$ cat src/rtl/slot_alloc_pkg.sv
package slot_alloc_pkg;
  typedef enum logic [1:0] {
    ST_IDLE    = 2'b00,
    ST_GRANT   = 2'b01,
    ST_NOROOM  = 2'b10,
    ST_BADSIZE = 2'b11
  } status_e;

  localparam logic MODE_STD = 1'b0;
  localparam logic MODE_ARB = 1'b1;

  // number of power-of-four group sizes that fit in n slots
  function automatic int num_levels(int n);
    int l = 0;
    int g = 1;
    while (g <= n) begin
      l++;
      g = g * 4;
    end
    return l;
  endfunction
endpackage

$ cat src/rtl/std_finder.sv
module std_finder #(
  parameter int NUM_SLOTS = 16,
  parameter int GROUP     = 4
) (
  input  logic [NUM_SLOTS-1:0] free_i,
  output logic                 found_o,
  output logic [NUM_SLOTS-1:0] map_o
);
  localparam int NUM_GROUPS = NUM_SLOTS / GROUP;

  // scan high to low so the lowest free group wins
  always_comb begin
    found_o = 1'b0;
    map_o   = '0;
    for (int g = NUM_GROUPS - 1; g >= 0; g--) begin
      if (&free_i[g*GROUP +: GROUP]) begin
        found_o = 1'b1;
        map_o   = '0;
        map_o[g*GROUP +: GROUP] = '1;
      end
    end
  end
endmodule

$ cat src/rtl/arb_picker.sv
module arb_picker #(
  parameter int NUM_SLOTS = 16,
  parameter int SIZE_W    = 5
) (
  input  logic [NUM_SLOTS-1:0] free_i,
  input  logic [SIZE_W-1:0]    size_i,
  output logic                 ok_o,
  output logic [NUM_SLOTS-1:0] map_o
);
  logic [SIZE_W-1:0] cnt;

  always_comb begin
    cnt   = '0;
    map_o = '0;
    for (int i = 0; i < NUM_SLOTS; i++) begin
      if (free_i[i] && (cnt < size_i)) begin
        map_o[i] = 1'b1;
        cnt      = cnt + SIZE_W'(1);
      end
    end
    ok_o = (cnt == size_i);
  end
endmodule

$ cat src/rtl/slot_alloc.sv
module slot_alloc
  import slot_alloc_pkg::*;
#(
  parameter int NUM_SLOTS = 16,
  parameter int SIZE_W    = 5
) (
  input  logic                 clk_i,
  input  logic                 rst_ni,
  input  logic                 req_valid_i,
  output logic                 req_ready_o,
  input  logic [SIZE_W-1:0]    req_size_i,
  input  logic                 req_mode_i,
  output logic                 rsp_valid_o,
  output logic [1:0]           rsp_status_o,
  output logic [NUM_SLOTS-1:0] rsp_map_o,
  input  logic                 rel_valid_i,
  input  logic [NUM_SLOTS-1:0] rel_map_i,
  output logic                 rel_err_o,
  output logic [NUM_SLOTS-1:0] occ_o
);
  localparam int LEVELS = num_levels(NUM_SLOTS);

  logic [NUM_SLOTS-1:0] occ_q, free_w;
  logic [LEVELS-1:0]    lvl_found;
  logic [NUM_SLOTS-1:0] lvl_map [LEVELS];
  logic                 arb_ok;
  logic [NUM_SLOTS-1:0] arb_map;
  status_e              dec_status, status_q;
  logic [NUM_SLOTS-1:0] dec_map, map_q;
  logic                 accept, valid_q, rel_err_q;

  assign free_w      = ~occ_q;
  assign req_ready_o = ~rel_valid_i;
  assign accept      = req_valid_i & req_ready_o;

  for (genvar k = 0; k < LEVELS; k++) begin : g_lvl
    std_finder #(
      .NUM_SLOTS(NUM_SLOTS),
      .GROUP    (4**k)
    ) u_find (
      .free_i (free_w),
      .found_o(lvl_found[k]),
      .map_o  (lvl_map[k])
    );
  end

  arb_picker #(
    .NUM_SLOTS(NUM_SLOTS),
    .SIZE_W   (SIZE_W)
  ) u_arb (
    .free_i(free_w),
    .size_i(req_size_i),
    .ok_o  (arb_ok),
    .map_o (arb_map)
  );

  always_comb begin
    dec_status = ST_BADSIZE;
    dec_map    = '0;
    if (req_mode_i == MODE_ARB) begin
      if (req_size_i != '0 && int'(req_size_i) <= NUM_SLOTS) begin
        if (arb_ok) begin
          dec_status = ST_GRANT;
          dec_map    = arb_map;
        end else begin
          dec_status = ST_NOROOM;
        end
      end
    end else begin
      for (int k = 0; k < LEVELS; k++) begin
        if (int'(req_size_i) == 4**k) begin
          if (lvl_found[k]) begin
            dec_status = ST_GRANT;
            dec_map    = lvl_map[k];
          end else begin
            dec_status = ST_NOROOM;
          end
        end
      end
    end
  end

  always_ff @(posedge clk_i or negedge rst_ni) begin
    if (!rst_ni) begin
      occ_q     <= '0;
      valid_q   <= 1'b0;
      status_q  <= ST_IDLE;
      map_q     <= '0;
      rel_err_q <= 1'b0;
    end else begin
      valid_q   <= accept;
      status_q  <= accept ? dec_status : ST_IDLE;
      map_q     <= accept ? dec_map : '0;
      rel_err_q <= rel_valid_i && |(rel_map_i & ~occ_q);
      if (rel_valid_i) begin
        occ_q <= occ_q & ~rel_map_i;
      end else if (accept && dec_status == ST_GRANT) begin
        occ_q <= occ_q | dec_map;
      end
    end
  end

  assign rsp_valid_o  = valid_q;
  assign rsp_status_o = status_q;
  assign rsp_map_o    = map_q;
  assign rel_err_o    = rel_err_q;
  assign occ_o        = occ_q;
endmodule

$ cat config.mk
export PLATFORM = sky130hd
export DESIGN_NAME = slot_alloc
export DESIGN_NICKNAME = d
export VERILOG_FILES = /design/src/rtl/slot_alloc_pkg.sv /design/src/rtl/std_finder.sv /design/src/rtl/arb_picker.sv /design/src/rtl/slot_alloc.sv
export SDC_FILE = /design/constraint.sdc
export NUM_CORES = 1
export LEC_CHECK = 0
export BUFFER_PORTS_ARGS = -buffer_cell sky130_fd_sc_hd__buf_2
export CELL_PAD_IN_SITES_DETAIL_PLACEMENT = 0
export CELL_PAD_IN_SITES_GLOBAL_PLACEMENT = 1
export CORE_ASPECT_RATIO = 0.9
export CORE_MARGIN = 2
export CORE_UTILIZATION = 44
export CTS_CLUSTER_SIZE = 12
export DETAILED_ROUTE_END_ITERATION = 16
export PLACE_DENSITY = 0.84
export REMOVE_ABC_BUFFERS = 1
export SKIP_CTS_REPAIR_TIMING = 1
export SLEW_MARGIN = 25
export SYNTH_ARGS = -nofsm -noshare
export SYNTH_HDL_FRONTEND = slang
export SYNTH_SLANG_ARGS = --single-unit
$ cat constraint.sdc
create_clock -name clk_i -period 35.2 [get_ports clk_i]
set_input_delay 0 -clock clk_i [delete_from_list [all_inputs] [get_ports clk_i]]
set_output_delay 0 -clock clk_i [all_outputs]
set_load 0.1 [all_outputs]
# Yosys cells after proc, flatten, opt, wreduce, memory -nomap -nowiden
# Index checks and enable logic that the tools add are counted.
word_totals:
  regBits: 36
  inputBits: 26
  output_inout_bits: 37
classes:
  addsub: 15
  magnitude_cmp: 17
  eq_ne: 5
  muxes: 96
  n_bitwise: 7
  n_reduce_logical: 27
ops:
  columns: ["op", "n"]
  rows:
  - ["$mux 16", 33]
  - ["$mux 5", 15]
  - ["$add 5x1->5 const B", 14]
  - ["$lt 5x5->1", 14]
  - ["$mux 1", 38]
  - ["$and 16x16->16", 2]
  - ["$not 16->16", 2]
  - ["$mux 2", 10]
  - ["$logic_and 1x1->1", 19]
  - ["$or 16x16->16", 1]
  - ["$reduce_and 16->1", 1]
  - ["$reduce_and 4->1", 4]
  - ["$reduce_or 16->1", 1]
  - ["$eq 5x2->1 const B", 1]
  - ["$eq 5x4->1 const B", 1]
  - ["$eq 5x5->1", 1]
  - ["$eq 5x5->1 const B", 1]
  - ["$le 5x5->1 const B", 1]
  - ["$lt 1x5->1", 1]
  - ["$lt 1x5->1 const A", 1]
  - ["$reduce_bool 5->1", 1]
  - ["$add 1x1->2 const B", 1]
  - ["$eq 2x1->1 const B", 1]
  - ["$reduce_bool 2->1", 1]
  - ["other kinds (2)", 2]

# Depth between registers and ports, before layout
# Gate-level depths: netlist of the first run.
depth:
  word_depth: 56
  mapped_depth: 134
  mapped_depth_nobuf: 130

# Hierarchy
# Synthesis of the first run repeated with hierarchy kept, for this count alone.
unflattened:
  hier_cells: 839
  hier_area_um2: 6847.8
by_module_without_submodules:
  columns: ["module", "instances", "cells_per_inst", "area_per_inst_um2", "seq_area_each_um2"]
  rows:
  - ["arb_picker", 1, 537, 4085.2, 0.0]
  - ["slot_alloc", 1, 231, 2243.4, 900.9]
  - ["std_finder at g_lvl[0].u_find", 1, 27, 191.4, 0.0]
  - ["std_finder at g_lvl[1].u_find", 1, 23, 170.2, 0.0]
  - ["std_finder at g_lvl[2].u_find", 1, 21, 157.7, 0.0]

# Worst setup path before layout of the first run
# No wires, ideal clock.
synth_path:
  path_kind: "flip-flop to flip-flop"
  startpoint: "reg occ_q[0] (netlist: occ_o[0])"
  endpoint: "reg map_q[12] (netlist: rsp_map_o[12])"
  arrival_ns: 26.456
  setup_slack_ns: 8.649
  stages_incl_launch_ff: 124
  path_buffers: 2
  period_less_slack_ns: 26.551
  path_cell_list: "dfrtp_1 -> clkbuf_1 -> nand2_1 -> nand2_1 -> nand2_1 -> inv_1 -> ha_1 -> ha_1 -> or2_1 -> a211oi_2 -> ha_1 -> a21o_1 -> a21oi_1 -> o211ai_2 -> xor2_4 -> inv_1 -> ha_1 -> a211oi_1 -> [88 not listed] -> a311oi_1 -> and2_1 -> nor3b_1 -> a21o_1 -> a21oi_2 -> xnor2_4 -> ha_1 -> o21ai_0 -> nand3_1 -> nor3_1 -> a311oi_1 -> o22ai_1 -> a21oi_1 -> a31o_1 -> mux2i_4 -> nand3_4 -> buf_4 -> o31ai_1"
synth_between:
  elab_chain_cells: 53
  elab_cells_between_ends: 83
  cone_classes: "add/sub (15); order compare (15); eq/ne (1); mux (33); bitwise (1); reduce/logical (18)"
synth_rtl:
  columns: ["element", "line_no", "text"]
  rows:
  - ["start, declared", "slot_alloc.sv:23", "logic [NUM_SLOTS-1:0] occ_q, free_w;"]
  - ["start signal, assigned", "slot_alloc.sv:96", "occ_q <= occ_q & ~rel_map_i;"]
  - ["start signal, assigned", "slot_alloc.sv:98", "occ_q <= occ_q | dec_map;"]
  - ["$not 16->16 *", "slot_alloc.sv:32", "assign free_w = ~occ_q;"]
  - ["$logic_and 1x1->1", "arb_picker.sv:16", "if (free_i[i] && (cnt < size_i)) begin"]
  - ["$mux 1", "arb_picker.sv:16", null]
  - ["$lt 1x5->1", "arb_picker.sv:16", null]
  - ["$logic_and 1x1->1", "arb_picker.sv:16", null]
  - ["$mux 5", "arb_picker.sv:16", null]
  - ["$lt 5x5->1", "arb_picker.sv:16", null]
  - ["$logic_and 1x1->1", "arb_picker.sv:16", null]
  - ["[37 not listed]", null, null]
  - ["$lt 5x5->1", "arb_picker.sv:16", null]
  - ["$logic_and 1x1->1", "arb_picker.sv:16", null]
  - ["$mux 5", "arb_picker.sv:16", null]
  - ["$eq 5x5->1", "arb_picker.sv:21", "ok_o = (cnt == size_i);"]
  - ["$mux 16", "slot_alloc.sv:62", "if (arb_ok) begin"]
  - ["$mux 16", "slot_alloc.sv:61", "if (req_size_i != '0 && int'(req_size_i) <= NUM_SLOTS) begin"]
  - ["$mux 16 *", "slot_alloc.sv:60", "if (req_mode_i == MODE_ARB) begin"]
  - ["$mux 16 *", "slot_alloc.sv:93", "map_q <= accept ? dec_map : '0;"]
  - ["end signal, assigned", "slot_alloc.sv:93", null]
  - ["end, declared", "slot_alloc.sv:29", "logic [NUM_SLOTS-1:0] dec_map, map_q;"]
# Mark *: on every way between the ends. The rest lies on a longest branch, timed or not.
# A chain may end at the register's enable or synchronous reset.

# Worst setup path in the final report of the first run
layout_path:
  startpoint: "in req_size_i[0]"
  endpoint: "reg status_q[0] (netlist: rsp_status_o[0])"
layout_between:
  elab_chain_cells: 53
  elab_cells_between_ends: 77
  cone_classes: "add/sub (15); order compare (17); eq/ne (4); mux (23); reduce/logical (18)"
layout_rtl:
  columns: ["element", "line_no", "text"]
  rows:
  - ["start, declared", "slot_alloc.sv:11", "input logic [SIZE_W-1:0] req_size_i,"]
  - ["$lt 1x5->1", "arb_picker.sv:16", null]
  - ["$logic_and 1x1->1", "arb_picker.sv:16", null]
  - ["$mux 1", "arb_picker.sv:16", null]
  - ["$lt 1x5->1", "arb_picker.sv:16", null]
  - ["$logic_and 1x1->1", "arb_picker.sv:16", null]
  - ["$mux 5", "arb_picker.sv:16", null]
  - ["$lt 5x5->1", "arb_picker.sv:16", null]
  - ["$logic_and 1x1->1", "arb_picker.sv:16", null]
  - ["[37 not listed]", null, null]
  - ["$lt 5x5->1", "arb_picker.sv:16", null]
  - ["$logic_and 1x1->1", "arb_picker.sv:16", null]
  - ["$mux 5", "arb_picker.sv:16", null]
  - ["$eq 5x5->1", "arb_picker.sv:21", null]
  - ["$mux 2", "slot_alloc.sv:62", null]
  - ["$mux 2", "slot_alloc.sv:61", null]
  - ["$mux 2 *", "slot_alloc.sv:60", null]
  - ["$mux 2 *", "slot_alloc.sv:92", "status_q <= accept ? dec_status : ST_IDLE;"]
  - ["end signal, assigned", "slot_alloc.sv:92", null]
  - ["end, declared", "slot_alloc.sv:28", "status_e dec_status, status_q;"]
# Marked as above.

==> results.txt, run 1 <==
The run finished with clean final reports. The final number of setup-violating endpoints came out at 0. The width of the die is 131 um.

The number of core rows is 41. After synthesis, the largest area contributor takes up 14.1% of total cell area. The CTS tree is built. The total count of max-transition violations in the final report came out at 0. The detailed-route vias per instance came out at 6.34. The worst setup skew after layout is 0.00609 ns. The die covers 0.0155 sq mm. The clock period minus final worst setup slack is 31.41 ns.

The tree is rooted in a clkbuf_16. The netlist area before placement is 0.00640 sq mm. The critical path startpoint is req_size_i[0]. The normalized max-slew margin came out at 27.6%. The sequential share of the synthesized area is 14.1%. The number of design rule violations left after detail routing is 0. The met1 routing resource usage after global routing is 36.6%. The cell family contributing the most delay on the critical path is compound AO/OA/AOI/OAI gates. Global routing used 42.0% of the available met2 tracks.

The data arrival time of the critical path came out at 31.55 ns. The largest buffer count on any clock path is 2. The terminus of the critical flop-to-flop path is rsp_status_o[0]. Setup repair after global routing left no endpoint under its margin.

The final critical-path share of the clock period came out at 89.2%. Routability-driven placement finished with a final weighted congestion of 0.930. The initial antenna violation count came out at 0. For met3 alone, demand over resource in global routing was 3.56%. The CTS buffer count came out at 5. The final wirelength is 20.5 mm. The global-route usage over all layers came out at 25.7%.

The final total negative setup slack is 0 ns. The worst setup path is captured at a flop. The layout overhead on the synthesized area is 9.64%. For this run, the slowest stage of the critical path takes 0.85 ns. The total iterations of the first detailed-routing run came out at 5. The placeable core region is 0.0141 sq mm. The critical path in this run is classified as in2reg. The first global-routing pass estimated 32.4 mm of wire.

The peak clock frequency supported by timing is 31.8 MHz. The leading area contributor after synthesis is dfrtp_1. The synthesis warning total came out at 0. The detailed router finished its first iteration with 698 violations. In this run the mean area of a mapped cell was 8.28 sq um.

The H-tree was split into 2 levels. The clock transition at the register clock pins on the worst setup and hold paths after CTS came out at 0.05 ns. The cell count of the worst reg-to-reg path came out at 119. The slew at the pin with the worst max-slew slack came out at 1.08 ns. The count of unique library cells instantiated by Yosys is 100. In the post-synthesis netlist, the biggest area contributors are dfrtp_1 14%, ha_1 13%, nand2_1 3.8%.

The number of enable-type register cells in the synthesized netlist is 0. The number of routed nets with antenna violations is 0. The highest net fanout along the worst path is 15. The flip-flop and latch area is 901 sq um. Counting flops with an async set or reset pin after synthesis yields a share of 100%.

The layout cell share with drive strength beyond 1 is 20.2%. Measured along the y axis, the die boundary spans 118 um. The startpoint identified for the worst register-to-register timing path is occ_o[0].

In the synthesized netlist the dominant register cell turns out to be dfrtp_1. The register-to-register setup slack is 3.81 ns. The kind of start point of the critical path is an input port.

The cell depth of the worst setup path came out at 118. The critical path buffer and inverter count came out at 11. The largest individual stage delay along the critical path comes from the cell xnor2_2. 0 antenna diodes ended up in the layout.

Across all layers, the routed design uses 6463 vias. The largest net degree at the start of global routing came out at 37. The cell count after synthesis came out at 773.

The placed wire-length estimate came out at 15.9 mm. The global route total overflow came out at 0. The hold violation total from the final report is 0.

The count of maximum capacitance violations is 0. Pin placement for this block handled 63 I/O pins. The sink count of the clock tree came out at 36. The net count of the finished layout is 917. The later pin in the worst-skew pair is clocked with a latency of 0.28 ns. The worst hold path begins at rel_map_i[14]. The via count of the first global-routing pass is 5945.

The number of synthesized register bits came out at 36. The total area of multi-input combinational cells is 0.00514 sq mm. Data on the critical path is required at its endpoint by 35.34 ns. The most common cell type on the critical path is ha_1.

The last element of the critical path is rsp_status_o[0]. The tightest min-delay check is of the in2reg type. The count of buffers added on input and output ports is 62. The wire length per cell came out at 20.1 um. The most crowded layer after global routing is met2. The commonest cells after synthesis are 66 x ha_1, 65 x nand2_1, 53 x inv_1.

For this configuration, the core starts out at a cell density of 45.3%. By instance count, the leading cell after synthesis is ha_1. Fill cells in the final layout number 1377.
## registers in the layout (all words and copies together) (netlist names)
| register | flops |
|---|---|
| rsp_map_o | 16 |
| rsp_valid_o | 1 |
| occ_o | 16 |
| rel_err_o | 1 |
| rsp_status_o | 2 |
## tightest hold or removal path: cells and delay by family
family / cells / cell delay (ns)
AOI/OAI and AO/OA: 2 / 0.13
buffers and inverters: 1 / 0.10
and+or+nand+nor: 1 / 0.05
## final cells by class
cell class,count,area share [%]
tap,193,3.44
inverter,56,3.00
clock inverter,2,0.143
clock buffer,6,1.98
timing repair buffer,70,5.32
sequential,36,12.8
multi-input combinational,656,73.3
## worst min path at each step
stage	endpoint	slack, ns	cells past startpoint
3_3_place_gp	rsp_map_o[5]	0.12	1
4_1_cts	rsp_map_o[3]	-0.14	1
2_1_floorplan	occ_o[0]	-0.30	0
6_report	occ_o[14]	0.04	4
5_1_grt	occ_o[4]	0.05	4
3_5_place_dp	rsp_map_o[3]	0.15	1
## logic make-up (layout without fill, tap and decap cells)
| family | after synthesis | in the layout | share of synthesized area, % |
|---|---|---|---|
| other cells | 1 | 2 | 0.0586 |
| simple gates | 272 | 272 | 23.2 |
| fa+ha+maj | 66 | 66 | 12.9 |
| compound gates | 251 | 251 | 30.0 |
| mux | 19 | 19 | 3.42 |
| xor+xnor | 46 | 46 | 10.8 |
| flops | 36 | 36 | 14.1 |
| buf+inv | 82 | 134 | 5.63 |
## per-stage QoR
stage               hold WS (ns)  area (sq um)  instances  worst slack (ns)  utilization [%]
global route              0.0541          7010       1019              1.25             49.7
CTS                       -0.143          7000       1018              4.21             49.6
finish                    0.0398          7010       1019              3.79             49.7
floorplan                 -0.296          6250        748              8.38                -
detailed placement         0.151          6860       1010              4.08             48.6
global placement           0.122          6860       1010              5.23             48.6
## cells in the final DEF (no fill, tap or decap), drive strengths merged, types with 8 or more instances in the layout
master	instances
a211oi	18
a22oi	14
nor2b	9
a21o	14
nand4	28
dfrtp	36
nor2	55
or3	10
o31ai	25
xor2	14
xnor2	26
a21oi	49
inv	55
nand3	22
nand2	67
mux2i	12
o21ai	38
o211ai	14
buf	69
and2	12
ha	66
nor4	10
a31oi	8
nor3	12
## metal layers
layer | up-vias | part of all wire, %
met3 | 32 | 6.4
li1 | 3047 | -
met2 | 276 | 46
met4 | 0 | 1.6
met1 | 3108 | 46
met5 | - | 0
Power of run 1 is left out: the tool's default activity adds up to more than one toggle a clock period on the data nets, which glitch-free logic cannot reach.
==> run 2, diff against run 1 <==
CORE_UTILIZATION = 47   (was 44)
PLACE_DENSITY = 0.88   (was 0.84)
==> results.txt, run 2 (synthesis results as in run 1) <==
The flow ran to the end, and the final reports show no timing, DRC or antenna violations. The global route total overflow was 0 (unchanged). The hold violation total from the final report came to 0 (unchanged). The worst-skew pair later-pin latency is 0.28 ns (about the same).

The most common cell type on the critical path is ha_1. The CTS tree is built. In this run the worst hold path is classified as in2reg. The width of the die came out at 127 um (-3.1%). The first-pass GRT wire length is 31.3 mm (-3.6%). The largest buffer count on any clock path was 2 (unchanged). The kind of start point of the critical path is an input port. Setup repair after global routing left no endpoint under its margin. The global-route usage over all layers is 26.5% (+0.79 points).

Clock tree synthesis selected as its root buffer the cell clkbuf_16. The kind of critical path is in2reg. The final wirelength is 20.0 mm (-2.3%).

The largest individual stage delay along the critical path comes from the cell xor2_1. The top cell types in the final layout, fill and taps aside, are 66 x ha_1, 65 x nand2_1, 62 x buf_2. The wire length per cell is 20.1 um (about the same). The placeable core region is 0.0133 sq mm (-5.6%). The clock transition at the register clock pins on the worst setup and hold paths after CTS is 0.05 ns (about the same). The detailed-route vias per instance came out at 6.50 (+2.5%). The final total negative setup slack came out at 0 ns (unchanged). The first-iteration detailed-routing DRC count is 694 (-0.57%). The total count of max-transition violations in the final report was 0 (unchanged). The initial core utilization came out at 48.1% (+2.7 points). The number of vias after detailed routing was 6470 (+0.11%).

The die area is 0.0146 sq mm (-6.2%). The CTS buffer count is 5 (unchanged). The largest stage delay on the critical path is 0.81 ns (-0.04 ns). The count of maximum capacitance violations came out at 0 (unchanged). The number of core rows came to 40 (-2.4%). The number of routed nets with antenna violations is 0 (unchanged). The worst setup skew after layout is 0.00714 ns (+0.00105 ns). The total iterations of the first detailed-routing run came out at 5 (unchanged). The normalized max-slew margin was 34.1% (+6.5 points). The clock period minus final worst setup slack is 31.64 ns (+0.230 ns).

The placed wire-length estimate is 15.4 mm (-2.8%). The layout overhead on the synthesized area is 9.23%. The number of top-level design ports came out at 63 (unchanged). The maximum level of the CTS H-tree came out at 2 (unchanged). The height of the die came out at 115 um (-3.1%). The initial antenna violation count is 0 (unchanged).

The final-stage net count came out at 918 (+0.11%). The layout cell share with drive strength beyond 1 was 20.1% (-0.15 points). The required time at the endpoint of the critical path was 35.29 ns (-0.05 ns). The via count of the first global-routing pass was 6128 (+3.1%). The total of buffers placed on input and output ports is 62 (unchanged). The data arrival time of the critical path was 31.73 ns (+0.18 ns). The highest net fanout along the worst path is 11 (-4).

The largest net degree at the start of global routing came to 40 (+8.1%). The number of design rule violations left after detail routing came out at 0 (unchanged). The final antenna diode count is 0 (unchanged).

The sink count of the clock tree is 36 (unchanged). The final weighted congestion of routability-driven global placement came to 0.954 (+2.6%). The worst setup path is captured at a flop.

The final critical-path share of the clock period is 89.9% (+0.65 points). The final number of setup-violating endpoints came out at 0 (unchanged). The slew at the pin with the worst max-slew slack is 0.986 ns (-0.0954 ns). The peak clock frequency supported by timing was 31.6 MHz (-0.73%). The leading cell type in the layout, fill and taps excluded is ha_1.
==> run 2: cell count changes in the layout (fill, tap and decap cells not counted), sizes merged <==
cell	previous run	this run
clkinv	3	1
buf	69	70
clkbuf	6	8
==> run 2: area by class of cell <==
type	instances	area, sq um
fill	1324	6320
clock buffer	8	146
multi-input combinational	656	5140
inverter	56	210
timing repair buffer	71	380
tap	168	210
sequential	36	901
==> run 2: per-stage QoR <==
step	setup slack, ns	hold WS (ns)	std cells	cell area [sq um]	util (%)
after detailed placement	3.83	0.144	986	6830	51.3
after CTS	3.96	-0.151	994	6980	52.4
final	3.56	0.0481	995	6990	52.5
after global routing	1.06	0.0668	995	6990	52.5
after global placement	4.77	0.114	986	6830	51.3
after floorplan	8.38	-0.296	748	6250	-
==> run 2: routing by layer <==
layer / part of all wire, % / vias to the layer above / track usage (%)
li1: - / 3061 / -
met1: 44 / 3078 / 37.2
met2: 45 / 290 / 44.0
met5: 0 / - / 0
met4: 2.4 / 0 / 6.23
met3: 7.9 / 41 / 2.90
==> run 2: path summary, 6_finish.rpt <==
check                              start         endpoint  slack [ns]  cells after the start
min in group asynchronous         rst_ni     rsp_map_o[5]        0.37                      2
hold / removal             rel_map_i[14]        occ_o[14]        0.05                      4
setup / recovery           req_size_i[2]  rsp_status_o[1]        3.56                    120
setup reg to reg                occ_o[0]  rsp_status_o[1]        3.57                    118
max in group asynchronous         rst_ni        occ_o[12]       34.29                      2
hold reg to reg                 occ_o[1]         occ_o[1]        0.68                      2
==> run 2: worst max-delay path, delay by kind of cell <==
family                     cells  cell delay (ns)
muxes                          4             0.70
AOI/OAI and AO/OA             45            12.22
and+or+nand+nor               32             7.62
adders and majority gates     15             4.82
xor gates and xnor gates      14             5.27
buffers and inverters         10             1.06
Power of run 2 is left out for the same reason.
